[config.mk]
export PLATFORM = sky130hd
export DESIGN_NAME = muldiv_unit
export DESIGN_NICKNAME = d
export VERILOG_FILES = /design/src/rtl/muldiv_pkg.sv /design/src/rtl/muldiv_ctrl.sv /design/src/rtl/muldiv_path.sv /design/src/rtl/muldiv_flags.sv /design/src/rtl/muldiv_unit.sv
export SDC_FILE = /design/constraint.sdc
export NUM_CORES = 1
export LEC_CHECK = 0
export BUFFER_PORTS_ARGS = -buffer_cell sky130_fd_sc_hd__buf_2
export CAP_MARGIN = 10
export CORE_ASPECT_RATIO = 0.9
export CORE_MARGIN = 2
export CORE_UTILIZATION = 50
export CTS_CLUSTER_SIZE = 8
export DETAILED_ROUTE_END_ITERATION = 12
export MAX_ROUTING_LAYER = met4
export PLACE_DENSITY_LB_ADDON = 0.2
export SYNTH_ARGS = -nofsm -noshare
export SYNTH_HDL_FRONTEND = slang
export SYNTH_SLANG_ARGS = --single-unit
[constraint.sdc]
create_clock -name clk -period 2.29 [get_ports clk]
set_input_delay 0.1145 -clock clk [delete_from_list [all_inputs] [get_ports clk]]
set_output_delay 0.1145 -clock clk [all_outputs]
set_load 0.05 [all_outputs]
[src/rtl/muldiv_pkg.sv]
// Package: shared opcodes, operation encoding and flag record for the
// sequential multiply/divide unit. Assumes an 8-bit opcode space.
package muldiv_pkg;

    localparam logic [7:0] OPC_MULU = 8'h01;
    localparam logic [7:0] OPC_DIVU = 8'h11;

    typedef enum logic [0:0] {
        OP_MUL = 1'b0,
        OP_DIV = 1'b1
    } op_e;

    typedef struct packed {
        logic n;
        logic z;
        logic v;
        logic c;
    } flags_t;

endpackage

[src/rtl/muldiv_ctrl.sv]
// Module: sequencing for the multiply/divide unit.
// Decodes the opcode and accepts a start only when idle and the opcode is
// known. It runs a latency countdown and a separate iteration countdown,
// and emits a step strobe for the datapath and a commit strobe one edge
// before done. Assumes ITER_x < LAT_x - 1 so the steps end before commit.
module muldiv_ctrl
    import muldiv_pkg::*;
#(
    parameter int LAT_MUL  = 19,
    parameter int LAT_DIV  = 21,
    parameter int ITER_MUL = 8,
    parameter int ITER_DIV = 16,
    parameter int CNT_W    = 5,
    parameter int IT_W     = 5
) (
    input  logic       clk,
    input  logic       rst_n,
    input  logic       start_i,
    input  logic [7:0] opcode_i,
    output logic       load_o,
    output op_e        load_op_o,
    output op_e        op_o,
    output logic       step_o,
    output logic       commit_o,
    output logic       busy_o,
    output logic       done_o
);

    logic             busy_q;
    logic             done_q;
    op_e              op_q;
    logic [CNT_W-1:0] cnt_q;
    logic [IT_W-1:0]  iter_q;
    logic             dec_valid;
    op_e              dec_op;

    // Opcode decode: recognise the two supported instructions.
    always_comb begin
        dec_valid = (opcode_i == OPC_MULU) || (opcode_i == OPC_DIVU);
        dec_op    = (opcode_i == OPC_DIVU) ? OP_DIV : OP_MUL;
    end

    // Strobes derived from the sequencing state.
    always_comb begin
        load_o    = start_i && !busy_q && dec_valid;
        load_op_o = dec_op;
        step_o    = busy_q && (iter_q != '0);
        commit_o  = busy_q && (cnt_q == CNT_W'(1));
    end

    // Sequencing registers: busy flag, countdowns, latched operation, done.
    always_ff @(posedge clk) begin
        if (!rst_n) begin
            busy_q <= 1'b0;
            done_q <= 1'b0;
            op_q   <= OP_MUL;
            cnt_q  <= '0;
            iter_q <= '0;
        end else begin
            done_q <= commit_o;
            if (load_o) begin
                busy_q <= 1'b1;
                op_q   <= dec_op;
                cnt_q  <= (dec_op == OP_DIV) ? CNT_W'(LAT_DIV) : CNT_W'(LAT_MUL);
                iter_q <= (dec_op == OP_DIV) ? IT_W'(ITER_DIV) : IT_W'(ITER_MUL);
            end else if (busy_q) begin
                cnt_q <= cnt_q - CNT_W'(1);
                if (iter_q != '0) begin
                    iter_q <= iter_q - IT_W'(1);
                end
                if (commit_o) begin
                    busy_q <= 1'b0;
                end
            end
        end
    end

    assign op_o   = op_q;
    assign busy_o = busy_q;
    assign done_o = done_q;

endmodule

[src/rtl/muldiv_path.sv]
// Module: shared radix-2 datapath.
// One adder/subtractor of DW+2 bits serves two algorithms:
//  - multiply: shift-add, where the high half accumulates and the low half
//    holds the multiplier;
//  - divide: restoring shift-subtract, where the high part is the partial
//    remainder and the 2*DW shift register turns dividend into quotient.
// Assumes the control asserts step_i exactly ITER times after load_i.
module muldiv_path
    import muldiv_pkg::*;
#(
    parameter int DW = 8
) (
    input  logic          clk,
    input  logic          rst_n,
    input  logic          load_i,
    input  op_e           load_op_i,
    input  op_e           op_i,
    input  logic          step_i,
    input  logic [2*DW-1:0] a_i,
    input  logic [2*DW-1:0] t_i,
    output logic [2*DW-1:0] prod_o,
    output logic [DW-1:0]   quo_o,
    output logic [DW-1:0]   rem_o,
    output logic [2*DW-1:0] t_keep_o,
    output logic            divisor_zero_o
);

    localparam int WW = 2 * DW;
    localparam int RW = DW + 2;

    logic [DW:0]   hi_q;
    logic [WW-1:0] lo_q;
    logic [DW-1:0] b_q;
    logic [WW-1:0] t_keep_q;

    logic          is_mul;
    logic [DW:0]   x_op;
    logic [DW:0]   y_op;
    logic [RW-1:0] res;
    logic          no_borrow;

    // Operand selection and the single shared add/subtract.
    always_comb begin
        is_mul = (op_i == OP_MUL);
        if (is_mul) begin
            x_op = {1'b0, hi_q[DW-1:0]};
            y_op = lo_q[0] ? {1'b0, b_q} : '0;
            res  = {1'b0, x_op} + {1'b0, y_op};
        end else begin
            x_op = {hi_q[DW-1:0], lo_q[WW-1]};
            y_op = {1'b0, b_q};
            res  = {1'b0, x_op} - {1'b0, y_op};
        end
        no_borrow = ~res[RW-1];
    end

    // Working registers: load operands, then one radix-2 step per strobe.
    always_ff @(posedge clk) begin
        if (!rst_n) begin
            hi_q     <= '0;
            lo_q     <= '0;
            b_q      <= '0;
            t_keep_q <= '0;
        end else if (load_i) begin
            hi_q     <= '0;
            t_keep_q <= t_i;
            if (load_op_i == OP_MUL) begin
                lo_q <= {{DW{1'b0}}, a_i[DW-1:0]};
                b_q  <= t_i[DW-1:0];
            end else begin
                lo_q <= t_i;
                b_q  <= a_i[DW-1:0];
            end
        end else if (step_i) begin
            if (is_mul) begin
                hi_q <= {1'b0, res[DW:1]};
                lo_q <= {lo_q[WW-1:DW], res[0], lo_q[DW-1:1]};
            end else begin
                hi_q <= no_borrow ? res[DW:0] : x_op;
                lo_q <= {lo_q[WW-2:0], no_borrow};
            end
        end
    end

    assign prod_o         = {hi_q[DW-1:0], lo_q[DW-1:0]};
    assign quo_o          = lo_q[DW-1:0];
    assign rem_o          = hi_q[DW-1:0];
    assign t_keep_o       = t_keep_q;
    assign divisor_zero_o = (b_q == '0);

endmodule

[src/rtl/muldiv_flags.sv]
// Module: flag values and per-flag write-enables for a finished operation.
// Multiply updates all four flags from the product. Divide updates none.
// Assumes the caller samples the outputs only in the commit cycle.
module muldiv_flags
    import muldiv_pkg::*;
#(
    parameter int DW = 8
) (
    input  op_e             op_i,
    input  logic [2*DW-1:0] prod_i,
    output flags_t          flags_o,
    output logic [3:0]      we_o
);

    localparam int NFLAG = 4;

    // Flag values computed from the product.
    always_comb begin
        flags_o.n = prod_i[2*DW-1];
        flags_o.z = (prod_i == '0);
        flags_o.v = 1'b0;
        flags_o.c = 1'b0;
    end

    // One write-enable per flag, high only for the multiply.
    for (genvar g = 0; g < NFLAG; g++) begin : g_we
        assign we_o[g] = (op_i == OP_MUL);
    end

endmodule

[src/rtl/muldiv_unit.sv]
// Module: top of the sequential multiply/divide unit.
// It wires control, datapath and flag logic together and holds the output
// registers, which change only on the commit edge. Assumes an 8-bit data
// byte, so A and T are 16 bits wide.
module muldiv_unit
    import muldiv_pkg::*;
#(
    parameter int DW       = 8,
    parameter int LAT_MUL  = 19,
    parameter int LAT_DIV  = 21,
    parameter int ITER_MUL = DW,
    parameter int ITER_DIV = 2 * DW
) (
    input  logic            clk,
    input  logic            rst_n,
    input  logic            start_i,
    input  logic [7:0]      opcode_i,
    input  logic [2*DW-1:0] a_i,
    input  logic [2*DW-1:0] t_i,
    output logic [2*DW-1:0] a_o,
    output logic [2*DW-1:0] t_o,
    output logic            busy_o,
    output logic            done_o,
    output logic            div_zero_o,
    output logic            flag_n_o,
    output logic            flag_z_o,
    output logic            flag_v_o,
    output logic            flag_c_o,
    output logic            we_n_o,
    output logic            we_z_o,
    output logic            we_v_o,
    output logic            we_c_o
);

    localparam int WW      = 2 * DW;
    localparam int LAT_MAX = (LAT_MUL > LAT_DIV) ? LAT_MUL : LAT_DIV;
    localparam int IT_MAX  = (ITER_MUL > ITER_DIV) ? ITER_MUL : ITER_DIV;
    localparam int CNT_W   = $clog2(LAT_MAX + 1);
    localparam int IT_W    = $clog2(IT_MAX + 1);

    logic          load;
    op_e           load_op;
    op_e           op_cur;
    logic          step;
    logic          commit;
    logic [WW-1:0] prod;
    logic [DW-1:0] quo;
    logic [DW-1:0] rem;
    logic [WW-1:0] t_keep;
    logic          dz;
    flags_t        flg_new;
    logic [3:0]    we_new;

    logic [WW-1:0] a_q;
    logic [WW-1:0] t_q;
    flags_t        flg_q;
    logic [3:0]    we_q;
    logic          dz_q;

    muldiv_ctrl #(
        .LAT_MUL (LAT_MUL),
        .LAT_DIV (LAT_DIV),
        .ITER_MUL(ITER_MUL),
        .ITER_DIV(ITER_DIV),
        .CNT_W   (CNT_W),
        .IT_W    (IT_W)
    ) ctrl_i (
        .clk      (clk),
        .rst_n    (rst_n),
        .start_i  (start_i),
        .opcode_i (opcode_i),
        .load_o   (load),
        .load_op_o(load_op),
        .op_o     (op_cur),
        .step_o   (step),
        .commit_o (commit),
        .busy_o   (busy_o),
        .done_o   (done_o)
    );

    muldiv_path #(
        .DW(DW)
    ) path_i (
        .clk           (clk),
        .rst_n         (rst_n),
        .load_i        (load),
        .load_op_i     (load_op),
        .op_i          (op_cur),
        .step_i        (step),
        .a_i           (a_i),
        .t_i           (t_i),
        .prod_o        (prod),
        .quo_o         (quo),
        .rem_o         (rem),
        .t_keep_o      (t_keep),
        .divisor_zero_o(dz)
    );

    muldiv_flags #(
        .DW(DW)
    ) flags_i (
        .op_i   (op_cur),
        .prod_i (prod),
        .flags_o(flg_new),
        .we_o   (we_new)
    );

    // Output registers: commit results on the commit edge, pulse enables.
    always_ff @(posedge clk) begin
        if (!rst_n) begin
            a_q   <= '0;
            t_q   <= '0;
            flg_q <= '0;
            we_q  <= '0;
            dz_q  <= 1'b0;
        end else if (commit) begin
            we_q <= we_new;
            if (op_cur == OP_MUL) begin
                a_q   <= prod;
                t_q   <= t_keep;
                flg_q <= flg_new;
                dz_q  <= 1'b0;
            end else if (dz) begin
                a_q  <= {{DW{1'b0}}, {DW{1'b1}}};
                t_q  <= t_keep;
                dz_q <= 1'b1;
            end else begin
                a_q  <= {{DW{1'b0}}, quo};
                t_q  <= {{DW{1'b0}}, rem};
                dz_q <= 1'b0;
            end
        end else begin
            we_q <= '0;
            dz_q <= 1'b0;
        end
    end

    assign a_o        = a_q;
    assign t_o        = t_q;
    assign div_zero_o = dz_q;
    assign flag_n_o   = flg_q.n;
    assign flag_z_o   = flg_q.z;
    assign flag_v_o   = flg_q.v;
    assign flag_c_o   = flg_q.c;
    assign we_n_o     = we_q[3];
    assign we_z_o     = we_q[2];
    assign we_v_o     = we_q[1];
    assign we_c_o     = we_q[0];

endmodule

==> impl_metrics.yaml, run 1 <==
status:
  status: "completed"
floorplanning:
  die_x_um: 111
  die_area_um2: 11100
  rows: 35
  ioPinCount: 86
  core_area_um2: 10200
  die_h_um: 100
  initial_core_util_pct: 50.7
yosys:
  yosys_most_used_dff: "dfxtp_1"
  synth_area_per_cell_um2: 8.35
  synthCells: 617
  synth_top_area_share_pct: 37.7
  synth-simple-area-share_pct: 22.6
  synth_top_family_by_area: "simple AND/OR/NAND/NOR gates"
  synth_mux_area_share_pct: 5.02
  synthXorXnorAreaFrac_pct: 2.04
  yosysSeqAreaShare_pct: 37.7
  synth-compound-area-share_pct: 21.4
  synth_warnings: 0
  synth.distinct_cells: 54
  ys_async_sr_fraction_pct: 0
  synth-seq-cells: 97
  synthTopCellsByArea: "dfxtp_1 38%, nand2_1 6.7%, a21boi_0 5.5%, ha_1 4.9%, nand3_1 4.8%"
  synth_fa_ha_area_share_pct: 5.63
  mappedNetlistArea_um2: 5150
  synth_edf_count: 0
  synth_top_area_cell: "dfxtp_1"
layout:
  finalNetCount: 759
  area_growth_syn_to_layout_pct: 19.3
  drive_above_1_share_pct: 22.2
  num-fill-cells: 916
  antennaDiodeCount: 0
power:
  power.total_mw: 3.45
  p_leak_nw: 2.70
  peakVddDrop_v: 0.000491
  powerDensity_nw_per_um2: 561
timing:
  worstMarginPinSlew_ps: 512
  rsz0062_at_grt: "true"
  fin_skew_ps: 4.34
  max_freq_mhz: 454
  timing.final.ws_setup_ps: 88.7
  period_share_pct: 96.1
  fin_hold_ws_ps: 36.1
  setup_violations: 0
  hold_viol_final: 0
  maxSlewHeadroom_pct: 65.8
  maxSlewViolCount: 0
  tns_ps: 0
  fin_crit_ps: 2200
worst_setup_path:
  cp_cell_sequence: "buf_4, nand2_2, inv_1, ha_4, a211oi_4, o21bai_1, a21oi_1, xor2_1, a31o_2, a311oi_2"
  crit_path_start_kind: "flip-flop"
  cp_slowest_cell: "dfxtp_1"
  endpoint_kind: "flip-flop"
  critPathMaxStageDelay_ps: 370
  critical_path_required_ps: 2540
  worstSetupPathType: "reg2reg"
  cp_max_fo: 6
  cp.arrival_ps: 2460
global_route:
  track_usage_pct: 25.5
  grt_max_degree: 42
  grt_pass1_vias: 4476
  antenna_found_initial: 0
  overflow: 0
  grt_pass1_wl_mm: 22.2
clock_network:
  cts_hold_buf: 0
  clock_latency_ps: 340
  htreeDepth: 3
  cts.sinks: 97
  clk_path_buf_depth: 2
  cts_buffers: 9
  path_clk_slew_ps: 70
  cts_root_buf: "clkbuf_16"
  cts_tree: "yes"
routing:
  final_antenna_net_count: 0
  vias: 4783
  drcViolationCount: 0
  routedWlPerCell_um: 16.8
  first_pass_iters: 4
  via_per_inst: 5.78
  totalWireLength_mm: 13.9
  drtIter0Drc: 304
place:
  dp_hpwl_mm: 10.3
  place_congestion: 0.889
  pre_cts_ws_ps: -72.9
  numPortBuffers: 75
hold_path:
  hold_path_class: "in2reg"
flow_run:
  maxCapViolations: 0
## through the flow
step	area [um^2]	utilization, %	cells
after CTS	6110	60.1	828
final	6150	60.6	828
after detailed placement	5770	56.8	812
after floorplan	5160	-	618
after global placement	5770	56.8	812
after global routing	6150	60.6	828
## layout by cell type, fill, tap and decap left out, drive strengths merged, types with 9 or more instances in the layout
cell,instances
nor3,21
and2,9
o211ai,10
a21oi,11
o21ai,31
mux2i,18
a21boi,38
nor2,32
dfxtp,97
ha,20
clkbuf,9
nand2,92
nand3,49
nor2b,14
a211oi,9
o211a,16
nor4,9
buf,111
inv,21
## logic make-up (layout without fill, tap and decap cells)
family / count (synthesis) / count (layout)
buffers and inverters: 65 / 146
other: 1 / 2
xor gates and xnor gates: 12 / 12
and+or+nand+nor: 246 / 246
DFF: 97 / 97
adders and majority gates: 22 / 22
AOI/OAI and AO/OA: 149 / 149
muxes: 25 / 25
## layer usage
metal | global-route usage (%) | share of wire, % | vias to the layer above
li1 | - | - | 2337
met1 | 32.1 | 45 | 2256
met2 | 42.0 | 47 | 166
met3 | 5.43 | 6.2 | 24
met4 | 7.60 | 1.6 | 0
met5 | - | 0 | -
## synthesized netlist by cell type (8+ instances only)
cell type,n
inv_1,19
nor3_1,21
nor2b_1,14
nand2_1,92
and3_1,8
o211ai_1,10
a21boi_0,38
nor4_1,9
mux2i_1,18
a22oi_1,8
a21oi_1,11
ha_1,20
a211oi_1,9
dfxtp_1,97
o21ai_0,31
nand3_1,49
nor2_1,31
clkbuf_1,29
buf_4,9
o211a_1,16
## layout make-up
class / count / area (um^2) / share of cell area (%)
Clock buffer: 9 / 225 / 3.66
Sequential cell: 97 / 1950 / 31.6
Multi-Input combinational cell: 456 / 2990 / 48.6
Clock inverter: 7 / 101 / 1.65
Timing Repair Buffer: 111 / 658 / 10.7
Tap cell: 129 / 161 / 2.62
Inverter: 19 / 71.3 / 1.16
## critical path, delay by kind of cell (launching register included)
kind | cells | cell delay, ps
xor+xnor | 1 | 130
simple gates | 1 | 70
buf+inv | 2 | 270
flops | 1 | 370
fa+ha+maj | 1 | 220
compound gates | 5 | 1060
## power by group
| part | leakage [nW] | switching (mW) | internal [mW] |
|---|---|---|---|
| sequential | 0.783 | 0.00274 | 1.69 |
| combinational | 1.76 | 0.0747 | 0.0505 |
| clock | 0.158 | 0.668 | 0.968 |
## flip-flops by register name, summed over array words and instances (netlist names), 5 cells and up
| signal | cells |
|---|---|
| t_o | 16 |
| ctrl_i.cnt_q | 5 |
| path_i.t_keep_o | 16 |
| path_i.b_q | 8 |
| path_i.hi_q | 8 |
| a_o | 16 |
| path_i.lo_q | 16 |
| ctrl_i.iter_q | 5 |
## final timing paths
kind | slack (ps) | start | cells past startpoint | to
setup / recovery | 90 | path_i.lo_q[0] | 10 | path_i.hi_q[4]
hold / removal | 40 | t_i[10] | 3 | path_i.t_keep_o[10]
setup reg to reg | 90 | path_i.lo_q[0] | 10 | path_i.hi_q[4]
hold reg to reg | 460 | t_o[15] | 2 | t_o[15]
## what timing repair did
item                                   in CTS  in global routing
setup endpoints to repair                   2                  7
cloned                                      0                  0
gates resized for setup                     3                 12
setup buffers                               0                  0
pin swaps                                   2                  7
endpoints found under the hold margin       0                  0
(Power assumes the default switching activity.)
==> inputs of run 2 (changes only) <==
--- a/config.mk
+++ b/config.mk
@@ -9,7 +9,7 @@
 export CAP_MARGIN = 10
 export CORE_ASPECT_RATIO = 0.9
 export CORE_MARGIN = 2
-export CORE_UTILIZATION = 50
+export CORE_UTILIZATION = 51
 export CTS_CLUSTER_SIZE = 8
 export DETAILED_ROUTE_END_ITERATION = 12
 export MAX_ROUTING_LAYER = met4
==> run 2 against run 1 <==
Clock-buffer cell count up 1. Maximum frequency up 1.9%. Combinational power up 10%. Sequential cell count unchanged. Utilization up 2.0 points. Largest cell class unchanged. Largest power group unchanged. Highest routed layer unchanged.
==> impl_metrics.yaml, run 2 (synthesis gave the netlist of run 1 again) <==
global_route:
  grt_max_degree: 85
  track_usage_pct: 27.3
  use_met1_pct: 38.1
  use_met3_pct: 4.33
  overflow: 0
  antenna_found_initial: 0
  top_usage_layer: "met2"
  grt_use_met2_pct: 40.9
  grt_pass1_wl_mm: 22.5
  grt_pass1_vias: 4425
flow_run:
  maxCapViolations: 0
worst_setup_path:
  endpoint_kind: "flip-flop"
  worstSetupPathType: "reg2reg"
  cp.arrival_ps: 2450
  crit_path_start_kind: "flip-flop"
  cp_max_fo: 6
  critical_path_required_ps: 2580
timing:
  maxSlewViolCount: 0
  maxSlewHeadroom_pct: 52.9
  setup_violations: 0
  worstMarginPinSlew_ps: 706
  tns_ps: 0
  period_share_pct: 94.4
  rsz0062_at_grt: "true"
  max_freq_mhz: 463
  hold_viol_final: 0
  fin_skew_ps: 12.9
  fin_crit_ps: 2160
clock_network:
  cts_root_buf: "clkbuf_8"
  path_clk_slew_ps: 100
  htreeDepth: 3
  cts_setup_buffers: 0
  clock_latency_ps: 370
  cts_buffers: 9
  cts_tree: "yes"
  clk_path_buf_depth: 2
  cts.sinks: 97
floorplanning:
  die_x_um: 110
  rows: 34
  initial_core_util_pct: 52.9
  ioPinCount: 86
  die_area_um2: 10900
  die_h_um: 99.4
  core_area_um2: 9740
routing:
  routedWlPerCell_um: 16.9
  drtIter0Drc: 297
  drcViolationCount: 0
  vias: 4792
  first_pass_iters: 5
  final_antenna_net_count: 0
  totalWireLength_mm: 14.1
  via_per_inst: 5.75
power:
  p_sw_share_pct: 25.1
  power.total_mw: 2.88
  p_comb_share_pct: 4.8
  p_seq_share_pct: 58.6
  switchingPower_uw: 723
  powerDensity_nw_per_um2: 473
  p_leak_nw: 2.66
  p_int_mw: 2.16
  peakVddDrop_v: 0.000333
  clock_power_share_pct: 36.6
layout:
  num-fill-cells: 875
  drive_above_1_share_pct: 22.2
  finalNetCount: 767
  fin_util_pct: 62.6
  layout_common_cells: "94 x dfxtp_1, 92 x nand2_1, 75 x buf_2"
  antennaDiodeCount: 0
  multiInputGateArea_um2: 2990
  area_growth_syn_to_layout_pct: 18.3
  regArea_um2: 1950
  layout_commonest_cell: "dfxtp_1"
place:
  dp_hpwl_mm: 10.1
  numPortBuffers: 75
  place_congestion: 0.916
status:
  status: "completed"
hold_path:
  hold_path_class: "in2reg"
-- run 2: cell count changes in the layout (fill, tap and decap cells not counted), sizes merged --
cell	delta
inv	+2
clkbuf	+1
dlygate4sd3	+9
buf	-1
bufinv	-2
clkinv	-1
-- run 2: path summary, 6_finish.rpt --
check,start,end,slack (ps),depth (start not counted)
worst max-delay path,path_i.lo_q[0],path_i.hi_q[4],130,10
worst min-delay path,t_i[9],path_i.t_keep_o[9],30,3
worst max register to register,path_i.lo_q[0],path_i.hi_q[4],130,10
worst min register to register,t_o[13],t_o[13],470,2
-- run 2: cell type report --
type | count | share of cell area, %
multi-input cells | 456 | 49.0
inverters | 19 | 1.17
repair buffers | 119 | 12.4
clock inverters | 6 | 0.821
clock buffers | 10 | 2.09
flip-flops and latches | 97 | 31.9
well taps | 126 | 2.59
-- run 2: power by group through the flow --
stage | sequential [mW] | combinational (mW) | clock (mW)
2_1_floorplan | 1.73 | 0.0695 | 0
3_3_place_gp | 1.73 | 0.123 | 0
3_5_place_dp | 1.73 | 0.122 | 0
4_1_cts | 1.69 | 0.134 | 1.08
5_1_grt | 1.69 | 0.148 | 1.13
6_report | 1.69 | 0.138 | 1.06
-- run 2: worst max-delay path: stages (launching register included) --
cell and delay [ps]:
dfxtp_2 350, buf_4 150, nand2_1 110, inv_1 60
ha_1 310, a211oi_2 240, o21bai_1 100, a21oi_1 150
xor2_1 120, a31o_2 260, a311oi_2 230
-- run 2: timing repair --
| item | 4_1_cts | 5_1_grt |
|---|---|---|
| gates resized for setup | 1 | 20 |
| pin swaps | 1 | 8 |
| endpoints found under the hold margin | 9 | 0 |
| hold buffers | 9 | 0 |
| endpoints found under the setup margin | 1 | 7 |
-- run 2: routing by layer --
| layer | wire length [um] | vias up |
|---|---|---|
| met5 | 0 | - |
| met4 | 241 | 0 |
| met3 | 741 | 15 |
| met2 | 6380 | 162 |
| met1 | 6710 | 2255 |
| li1 | - | 2360 |
-- run 2: through the flow --
stage	instances	hold slack, ps	area (um^2)	worst slack (ps)
CTS	833	3.64	6040	32.6
finish	833	25.8	6100	129
floorplan	618	259	5160	67.8
detailed placement	808	397	5770	-12.4
global placement	808	387	5770	53.8
global route	833	17.6	6100	-11.1
